==> src/rtl/pip_regs_pkg.sv <==
package pip_regs_pkg;

    localparam int NUM_REGS   = 11;
    localparam int BYTE_W     = 8;
    localparam logic [6:0] SLAVE_ADDR = 7'h12;

    typedef enum logic [3:0] {
        ST_IDLE, ST_ADDR, ST_SUB, ST_DATA, ST_PREACK,
        ST_ACK, ST_READ, ST_MACK, ST_RELOAD, ST_WAIT
    } xfer_state_e;

    typedef struct packed {
        xfer_state_e        st;
        xfer_state_e        after;
        logic [2:0]         cnt;
        logic [BYTE_W-1:0]  sh;
        logic [BYTE_W-1:0]  sub;
        logic               oe;
    } engine_t;

    // Live bits of each register; all others read back as zero.
    function automatic logic [BYTE_W-1:0] reg_mask(input int idx);
        case (idx)
            0:       return 8'hF7;
            1:       return 8'h1F;
            2:       return 8'h07;
            3:       return 8'hC7;
            4:       return 8'hF0;
            5:       return 8'h11;
            6, 7, 8, 9: return 8'h3F;
            10:      return 8'h07;
            default: return 8'h00;
        endcase
    endfunction

endpackage

==> src/rtl/pip_i2c_sync.sv <==
module pip_i2c_sync #(
    parameter int STAGES = 2
) (
    input  logic clk,
    input  logic rst,
    input  logic scl_in,
    input  logic sda_in,
    output logic scl_s,
    output logic sda_s,
    output logic scl_rise,
    output logic scl_fall,
    output logic start_det,
    output logic stop_det
);
    localparam int DEPTH = STAGES + 1;

    logic [DEPTH-1:0] scl_d, scl_q, sda_d, sda_q;
    logic             scl_prev, sda_prev;

    always_comb begin
        scl_d = {scl_q[DEPTH-2:0], scl_in};
        sda_d = {sda_q[DEPTH-2:0], sda_in};
    end

    always_ff @(posedge clk) begin
        if (rst) begin
            scl_q <= '1;
            sda_q <= '1;
        end else begin
            scl_q <= scl_d;
            sda_q <= sda_d;
        end
    end

    assign scl_s    = scl_q[STAGES-1];
    assign sda_s    = sda_q[STAGES-1];
    assign scl_prev = scl_q[STAGES];
    assign sda_prev = sda_q[STAGES];

    assign scl_rise  = scl_s & ~scl_prev;
    assign scl_fall  = ~scl_s & scl_prev;
    assign start_det = scl_s & scl_prev & ~sda_s & sda_prev;
    assign stop_det  = scl_s & scl_prev & sda_s & ~sda_prev;

endmodule

==> src/rtl/pip_i2c_engine.sv <==
module pip_i2c_engine
    import pip_regs_pkg::*;
(
    input  logic              clk,
    input  logic              rst,
    input  logic              sda_s,
    input  logic              scl_rise,
    input  logic              scl_fall,
    input  logic              start_det,
    input  logic              stop_det,
    input  logic [BYTE_W-1:0] status,
    output logic              sda_oe,
    output logic              wr_stb,
    output logic [BYTE_W-1:0] wr_sub,
    output logic [BYTE_W-1:0] wr_data
);
    engine_t q, d;

    always_comb begin
        d       = q;
        wr_stb  = 1'b0;
        wr_sub  = q.sub;
        wr_data = {q.sh[BYTE_W-2:0], sda_s};

        if (stop_det) begin
            d.st = ST_IDLE;
            d.oe = 1'b0;
        end else if (start_det) begin
            d.st  = ST_ADDR;
            d.cnt = '0;
            d.oe  = 1'b0;
        end else if (scl_rise) begin
            if (q.st == ST_ADDR || q.st == ST_SUB || q.st == ST_DATA) begin
                d.sh  = {q.sh[BYTE_W-2:0], sda_s};
                d.cnt = q.cnt + 3'd1;
                if (q.cnt == 3'd7) begin
                    d.st = ST_PREACK;
                    if (q.st == ST_ADDR) begin
                        if (d.sh[7:1] == SLAVE_ADDR)
                            d.after = d.sh[0] ? ST_READ : ST_SUB;
                        else
                            d.st = ST_WAIT;
                    end else if (q.st == ST_SUB) begin
                        d.sub   = d.sh;
                        d.after = ST_DATA;
                    end else begin
                        wr_stb  = 1'b1;
                        d.after = ST_WAIT;
                    end
                end
            end else if (q.st == ST_MACK) begin
                d.st = sda_s ? ST_WAIT : ST_RELOAD;
            end
        end else if (scl_fall) begin
            unique case (q.st)
                ST_PREACK: begin
                    d.oe = 1'b1;
                    d.st = ST_ACK;
                end
                ST_ACK, ST_RELOAD: begin
                    d.oe  = 1'b0;
                    d.cnt = '0;
                    d.st  = (q.st == ST_RELOAD) ? ST_READ : q.after;
                    if (d.st == ST_READ) begin
                        d.sh = status;
                        d.oe = ~status[7];
                    end
                end
                ST_READ: begin
                    if (q.cnt == 3'd7) begin
                        d.oe = 1'b0;
                        d.st = ST_MACK;
                    end else begin
                        d.cnt = q.cnt + 3'd1;
                        d.sh  = {q.sh[BYTE_W-2:0], 1'b0};
                        d.oe  = ~q.sh[BYTE_W-2];
                    end
                end
                default: ;
            endcase
        end
    end

    always_ff @(posedge clk) begin
        if (rst) begin
            q.st    <= ST_IDLE;
            q.after <= ST_IDLE;
            q.cnt   <= '0;
            q.sh    <= '0;
            q.sub   <= '0;
            q.oe    <= 1'b0;
        end else begin
            q <= d;
        end
    end

    assign sda_oe = q.oe;

endmodule

==> src/rtl/pip_reg_bank.sv <==
module pip_reg_bank
    import pip_regs_pkg::*;
(
    input  logic                       clk,
    input  logic                       rst,
    input  logic                       wr_stb,
    input  logic [BYTE_W-1:0]          wr_sub,
    input  logic [BYTE_W-1:0]          wr_data,
    output logic [NUM_REGS*BYTE_W-1:0] regs_flat
);
    logic [BYTE_W-1:0] regs_d [NUM_REGS];
    logic [BYTE_W-1:0] regs_q [NUM_REGS];

    for (genvar i = 0; i < NUM_REGS; i++) begin : g_reg
        localparam logic [BYTE_W-1:0] MASK = reg_mask(i);

        always_comb begin
            regs_d[i] = regs_q[i];
            if (wr_stb && wr_sub == BYTE_W'(i))
                regs_d[i] = wr_data & MASK;
        end

        always_ff @(posedge clk) begin
            if (rst) regs_q[i] <= '0;
            else     regs_q[i] <= regs_d[i];
        end

        assign regs_flat[i*BYTE_W +: BYTE_W] = regs_q[i];
    end

endmodule

==> src/rtl/pip_ctrl_regs.sv <==
module pip_ctrl_regs
    import pip_regs_pkg::*;
(
    input  logic       clk,
    input  logic       rst,
    input  logic       scl_in,
    input  logic       sda_in,
    output logic       sda_oe,
    input  logic       wr_busy,
    input  logic       sync_lost,
    output logic [2:0] wpos,
    output logic [3:0] rpos,
    output logic [3:0] sw_delay,
    output logic       vfilt_en,
    output logic [2:0] border,
    output logic [2:0] test_sel,
    output logic       vpol_neg,
    output logic       hpol_neg,
    output logic       freeze,
    output logic       size_ninth,
    output logic       yc_mode,
    output logic       cv_src,
    output logic       pip_on,
    output logic       blank,
    output logic [5:0] xpos,
    output logic [5:0] ypos,
    output logic [5:0] chroma,
    output logic [5:0] tint,
    output logic [2:0] luma_dly
);
    logic scl_s, sda_s, scl_rise, scl_fall, start_det, stop_det;
    logic wr_stb;
    logic [BYTE_W-1:0] wr_sub, wr_data, status;
    logic [NUM_REGS*BYTE_W-1:0] reg_flat;

    assign status = {wr_busy, 5'b0, sync_lost, 1'b0};

    pip_i2c_sync #(.STAGES(2)) u_sync (
        .clk(clk), .rst(rst), .scl_in(scl_in), .sda_in(sda_in),
        .scl_s(scl_s), .sda_s(sda_s), .scl_rise(scl_rise), .scl_fall(scl_fall),
        .start_det(start_det), .stop_det(stop_det)
    );

    pip_i2c_engine u_engine (
        .clk(clk), .rst(rst), .sda_s(sda_s), .scl_rise(scl_rise),
        .scl_fall(scl_fall), .start_det(start_det), .stop_det(stop_det),
        .status(status), .sda_oe(sda_oe), .wr_stb(wr_stb),
        .wr_sub(wr_sub), .wr_data(wr_data)
    );

    pip_reg_bank u_bank (
        .clk(clk), .rst(rst), .wr_stb(wr_stb), .wr_sub(wr_sub),
        .wr_data(wr_data), .regs_flat(reg_flat)
    );

    assign wpos       = reg_flat[0*8 + 0 +: 3];
    assign rpos       = reg_flat[0*8 + 4 +: 4];
    assign sw_delay   = reg_flat[1*8 + 0 +: 4];
    assign vfilt_en   = reg_flat[1*8 + 4];
    assign border     = reg_flat[2*8 + 0 +: 3];
    assign test_sel   = reg_flat[3*8 + 0 +: 3];
    assign vpol_neg   = reg_flat[3*8 + 6];
    assign hpol_neg   = reg_flat[3*8 + 7];
    assign freeze     = reg_flat[4*8 + 4];
    assign size_ninth = reg_flat[4*8 + 5];
    assign yc_mode    = reg_flat[4*8 + 6];
    assign cv_src     = reg_flat[4*8 + 7];
    assign pip_on     = reg_flat[5*8 + 0];
    assign blank      = reg_flat[5*8 + 4];
    assign xpos       = reg_flat[6*8 + 0 +: 6];
    assign ypos       = reg_flat[7*8 + 0 +: 6];
    assign chroma     = reg_flat[8*8 + 0 +: 6];
    assign tint       = reg_flat[9*8 + 0 +: 6];
    assign luma_dly   = reg_flat[10*8 + 0 +: 3];

endmodule

==> config.mk <==
export PLATFORM = sky130hd
export DESIGN_NAME = pip_ctrl_regs
export DESIGN_NICKNAME = d
export VERILOG_FILES = /design/src/rtl/pip_regs_pkg.sv /design/src/rtl/pip_i2c_sync.sv /design/src/rtl/pip_i2c_engine.sv /design/src/rtl/pip_reg_bank.sv /design/src/rtl/pip_ctrl_regs.sv
export SDC_FILE = /design/constraint.sdc
export NUM_CORES = 1
export LEC_CHECK = 0
export BUFFER_PORTS_ARGS = -buffer_cell sky130_fd_sc_hd__buf_2
export CORE_UTILIZATION = 40
export CTS_BUF_LIST = sky130_fd_sc_hd__clkbuf_16
export DETAILED_ROUTE_END_ITERATION = 12
export PLACE_DENSITY = 0.66
export SYNTH_ARGS = -nofsm -noshare
export SYNTH_HDL_FRONTEND = slang
export SYNTH_HIERARCHICAL = 1
export SYNTH_SLANG_ARGS = --single-unit
==> constraint.sdc <==
create_clock -name clk -period 5.5 [get_ports clk]
set_clock_uncertainty 0.1 [all_clocks]
set_input_delay 0 -clock clk [delete_from_list [all_inputs] [get_ports clk]]
set_output_delay 0 -clock clk [all_outputs]
set_load 0.01 [all_outputs]
# Yosys cells after proc, flatten, opt, wreduce, memory -nomap -nowiden
# Memories as Yosys holds them, arrays and structs flattened.
# Cells that the tools add are included.
dict set report op_classes {
  n_addsub 1
  eq_ne 33
  muxes 61
  bitwise_logic 28
  n_reduce_logical 31
}
# operator count
set ops {}
lappend ops {{8-bit 2-to-1 mux} 27}
lappend ops {{4-bit 2-to-1 mux} 11}
lappend ops {{11-bit 2-to-1 mux} 3}
lappend ops {{8-bit by 3-bit equality test with 1-bit output (second input constant)} 4}
lappend ops {{8-bit by 4-bit equality test with 1-bit output (second input constant)} 3}
lappend ops {{11-bit case mux with 2 select lines} 1}
lappend ops {{4-bit by 3-bit equality test with 1-bit output (second input constant)} 5}
lappend ops {{19-bit 2-to-1 mux} 1}
lappend ops {{8-bit by 2-bit equality test with 1-bit output (second input constant)} 2}
lappend ops {{5-bit AND reduction} 3}
lappend ops {{1-bit 2-to-1 mux} 14}
lappend ops {{7-bit AND reduction} 2}
lappend ops {{4-bit case mux with 3 select lines} 1}
lappend ops {{1-bit logical AND} 11}
lappend ops {{1-bit OR} 11}
lappend ops {{1-bit NOT} 10}
lappend ops {{3-bit nonzero test} 3}
lappend ops {{4-bit by 2-bit equality test with 1-bit output (second input constant)} 2}
lappend ops {{8-bit by 1-bit equality test with 1-bit output (second input constant)} 1}
lappend ops {{8-bit zero test} 1}
lappend ops {{4-bit inequality test (second input constant)} 2}
lappend ops {{4-bit nonzero test} 2}
lappend ops {{1-bit AND} 7}
lappend ops {{7-bit by 5-bit equality test with 1-bit output (second input constant)} 1}
lappend ops {{other kinds (20)} 26}
dict set report word_totals {
  reg_bits 33
  ram_bits 88
  elab_cells 164
  n_memories 1
}
# name words word_bits read_ports rd_clocked_by_memory_dff wr line
set memory_table {}
lappend memory_table {u_bank.regs_q 11 8 11 0 11 pip_reg_bank.sv:12} ;# logic [BYTE_W-1:0] regs_q [NUM_REGS];

# Longest topological paths before layout
dict set report logic_depth {
  word_depth 11
  depth_mapped 8
  depth_no_buf 7
}

# Cells and area by module
# The synthesis kept the hierarchy.
# module n_inst cells_per_inst area_per_inst_um2 seq_area_each_um2
set modules_own_cells {}
lappend modules_own_cells {pip_reg_bank 1 234 2472.4 1061.0}
lappend modules_own_cells {pip_i2c_engine 1 190 1686.6 540.5}
lappend modules_own_cells {pip_i2c_sync 1 16 190.2 120.1}
lappend modules_own_cells {pip_ctrl_regs 1 1 3.8 0.0}

# Worst setup path before layout
# OpenSTA, ideal clock, no wires.
dict set report synth_timing {
  path_kind {reg2reg}
  startpoint {reg u_sync.sda_q[1]}
  endpoint {mem u_bank.regs_q[3][6]}
  arrival_ns 1.954
  required_ns 5.328
  path_slack_ns 3.374
  stages_incl_launch_ff 9
  n_path_buf 1
  cell_sequence {dfxtp_1 and4b_1 nor2_1 nand4_1 nor2_1 nor4b_4 and4_1 buf_4 mux2i_1}
}
# element line
set synth_rtl {}
lappend synth_rtl {{from (decl)} pip_i2c_sync.sv:17} ;# logic [DEPTH-1:0] scl_d, scl_q, sda_d, sda_q;
lappend synth_rtl {{from (signal assigned)} pip_i2c_sync.sv:28} ;# sda_q <= '1;
lappend synth_rtl {{from (signal assigned)} pip_i2c_sync.sv:31} ;# sda_q <= sda_d;
lappend synth_rtl {{to (decl)} pip_reg_bank.sv:12}

==> run summary <==
The flow ran to the end, and the final reports show no timing, DRC or antenna violations. In this run the static leakage power is 2.07 nW. For the count of endpoints failing hold in the final timing report, the log shows 0.

In the final design database the tool counted 456 nets. The run gives 2784 as the number of global-route vias before repair. The synthesized area per cell was 10.1 um^2; the fraction of layout cells with a size suffix above 1 was 21.9%.

For the number of detailed-route iterations in the first pass, the log shows 5. The wire length of the first global-routing pass is 14200 um, and the worst slack on hold paths is 92.4 ps. After detailed routing, the met3 layer carries 282 um of wire.

The mapped netlist covers 4090 um^2. The arrival time of data at the critical path endpoint came out at 3250 ps. The count of warnings emitted by yosys came out at 6. In this run the cell area measured after placement is 4350 um^2. The clock latency at the later pin of the worst-skew pair was 330 ps; the area inside the core boundary was 9820 um^2.

The wire length reported by the detailed router was 8990 um. The tools report the number of pins exceeding their max-slew limit in the final report as 0. Kind of path behind the tightest hold check: input port to flop.

Subtracting the final worst setup slack from the clock period gives 3090 ps. Detailed routing inserted a total of 3024 vias. The number of sinks driven by the clock tree was 86. For the required time of the critical path, the log shows 5660 ps. The number of diodes is 0. The critical path is of the flop to flop type. For the number of filler cells placed in the layout, the log shows 922.

For the number of antenna violations at the first check in global routing, the log shows 0. Setup repair after global routing left no endpoint under its margin. The power per cell area is 285 nW/um^2, and the area growth from synthesis to final layout is 15.1%. At the end of routability-driven placement, the weighted congestion stood at 0.812. Setup total negative slack on the finished layout was measured at 0 ps. The initial utilization of the core area, before any placement, comes to 41.6%. CTS built an H-tree with a depth of 3.

The worst setup path is launched from a flop. For the routed metal-1 wire length, the log shows 4330 um. Along the worst path, the maximum fanout reaches 14.

In the routed design, unresolved DRC markers number 0. Synthesis produced 405 cells. The tools report the cell chosen for the clock root as clkbuf_16. The logs give 50 for the pin count of the biggest net entering global routing and 30.9% for the max-slew headroom at the worst pin.

The transition time at the pin with the least slew margin is 1030 ps, and the detailed placer's ending HPWL is 5930 um. The post-route cell area was 4700 um^2. For the number of gates resized after CTS, the log shows 0. TritonCTS built the clock tree.

The initialized floorplan defines 36 standard-cell rows. The number of buffers between clock root and the deepest sink was 2; the die extent in y was 103 um. The via density per instance was 5.17; the share of the clock period used by the worst path after layout was 56.2%.

The number of top-level pins is 60, and the register clock-pin slew on the reported worst setup and hold paths is 60 ps. After detailed routing, the met2 layer carries 4210 um of wire. The sort of element at the end of the critical path is a flop. The detail route stage leaves a number of antenna-violating nets equal to 0. The logs give 17.4% for the overall routing resource usage and 323 MHz for the highest attainable clock frequency. The buffers inserted during post-CTS setup optimization was 0; the post-layout total power was 0.00134 W.

The area of the die came out at 10600 um^2. The detailed router used layers up to and including met4. After global routing the overflow that remains totals 0. For this design, the CTS-stage hold fixing added 4 buffers.

The logs give 0.000138 V for the worst voltage drop across the vdd grid and 0 for the number of violations of the max-capacitance limit. The count of buffers added on input and output ports is 59. The die width was 103 um; the total clock buffers created by CTS was 9.

Dividing the detail-routed wire length by the instance count gives 15.4 um. The number of DRC markers after the initial detailed-route iteration was 185; the final-report setup violation count was 0.
## path summary, 6_finish.rpt
check                                  start                          endpoint  slack [ps]  depth (start not counted)
setup / recovery  u_sync/scl_q[1]$_SDFF_PP1_  u_bank/regs_q[3][2]$_SDFFE_PP0P_        2410                          7
setup reg to reg  u_sync/scl_q[1]$_SDFF_PP1_  u_bank/regs_q[3][2]$_SDFFE_PP0P_        2410                          7
hold reg to reg   u_sync/sda_q[0]$_SDFF_PP1_        u_sync/sda_q[1]$_SDFF_PP1_         300                          1
hold / removal                           rst   u_engine/wr_sub[4]$_SDFFE_PP0P_          90                          2
## routing by layer
metal,up-vias,global-route usage [%]
li1,1492,-
met1,1441,24.1
met2,74,27.3
met3,17,2.44
met4,0,6.93
met5,-,0
## state kept, by name, indices dropped and copies added, names as in the netlist
name              flops
u_engine/q           11
u_engine/wr_data      7
u_engine/wr_sub       8
u_bank/regs_q        53
u_sync/scl_q          3
u_sync/sda_q          3
u_engine/sda_oe       1
## metrics by stage
step | setup WS [ps] | utilization (%) | std cells
floorplan | 3370 | - | 410
global placement | 2550 | 44.3 | 566
detailed placement | 2440 | 44.3 | 566
CTS | 2400 | 47.9 | 585
global route | 2120 | 47.9 | 585
finish | 2410 | 47.9 | 585
## cells in the final DEF, fill, tap and decap left out, drive strengths merged, types with 6 or more instances in the layout
cell    instances
a311oi          8
buf            61
mux2i          63
nand3          12
nor2           22
or2             8
conb            6
dfxtp          86
a21oi          20
nand2b         65
o21ai           8
clkbuf          9
inv             6
a22oi           7
nor2b           7
## power breakdown
group	total (W)	leakage, nW	internal [W]	switching, W
clock	0.000657	0.153	0.000399	0.000258
combinational	0.0000517	1.22	0.0000241	0.0000275
sequential	0.000634	0.694	0.000626	0.00000786
## worst max-delay path, cell delays in order (launching register included)
cell	delay, ps
dfxtp_1	370
nor2b_1	830
nor3b_1	270
nand4_1	180
nor2_1	250
nor4b_4	340
and4_1	450
mux2i_1	220
## final cells by class
cell class              count  area, um^2  share of cell area, %
clock inverters             6        93.8                   1.99
inverters                   4        15.0                  0.319
repair buffers             65         350                   7.45
well taps                 133         166                   3.54
clock buffers               9         225                   4.79
multi-input cells         282        2130                   45.3
flip-flops and latches     86        1720                   36.6
Power figures use the tool's default switching activity.
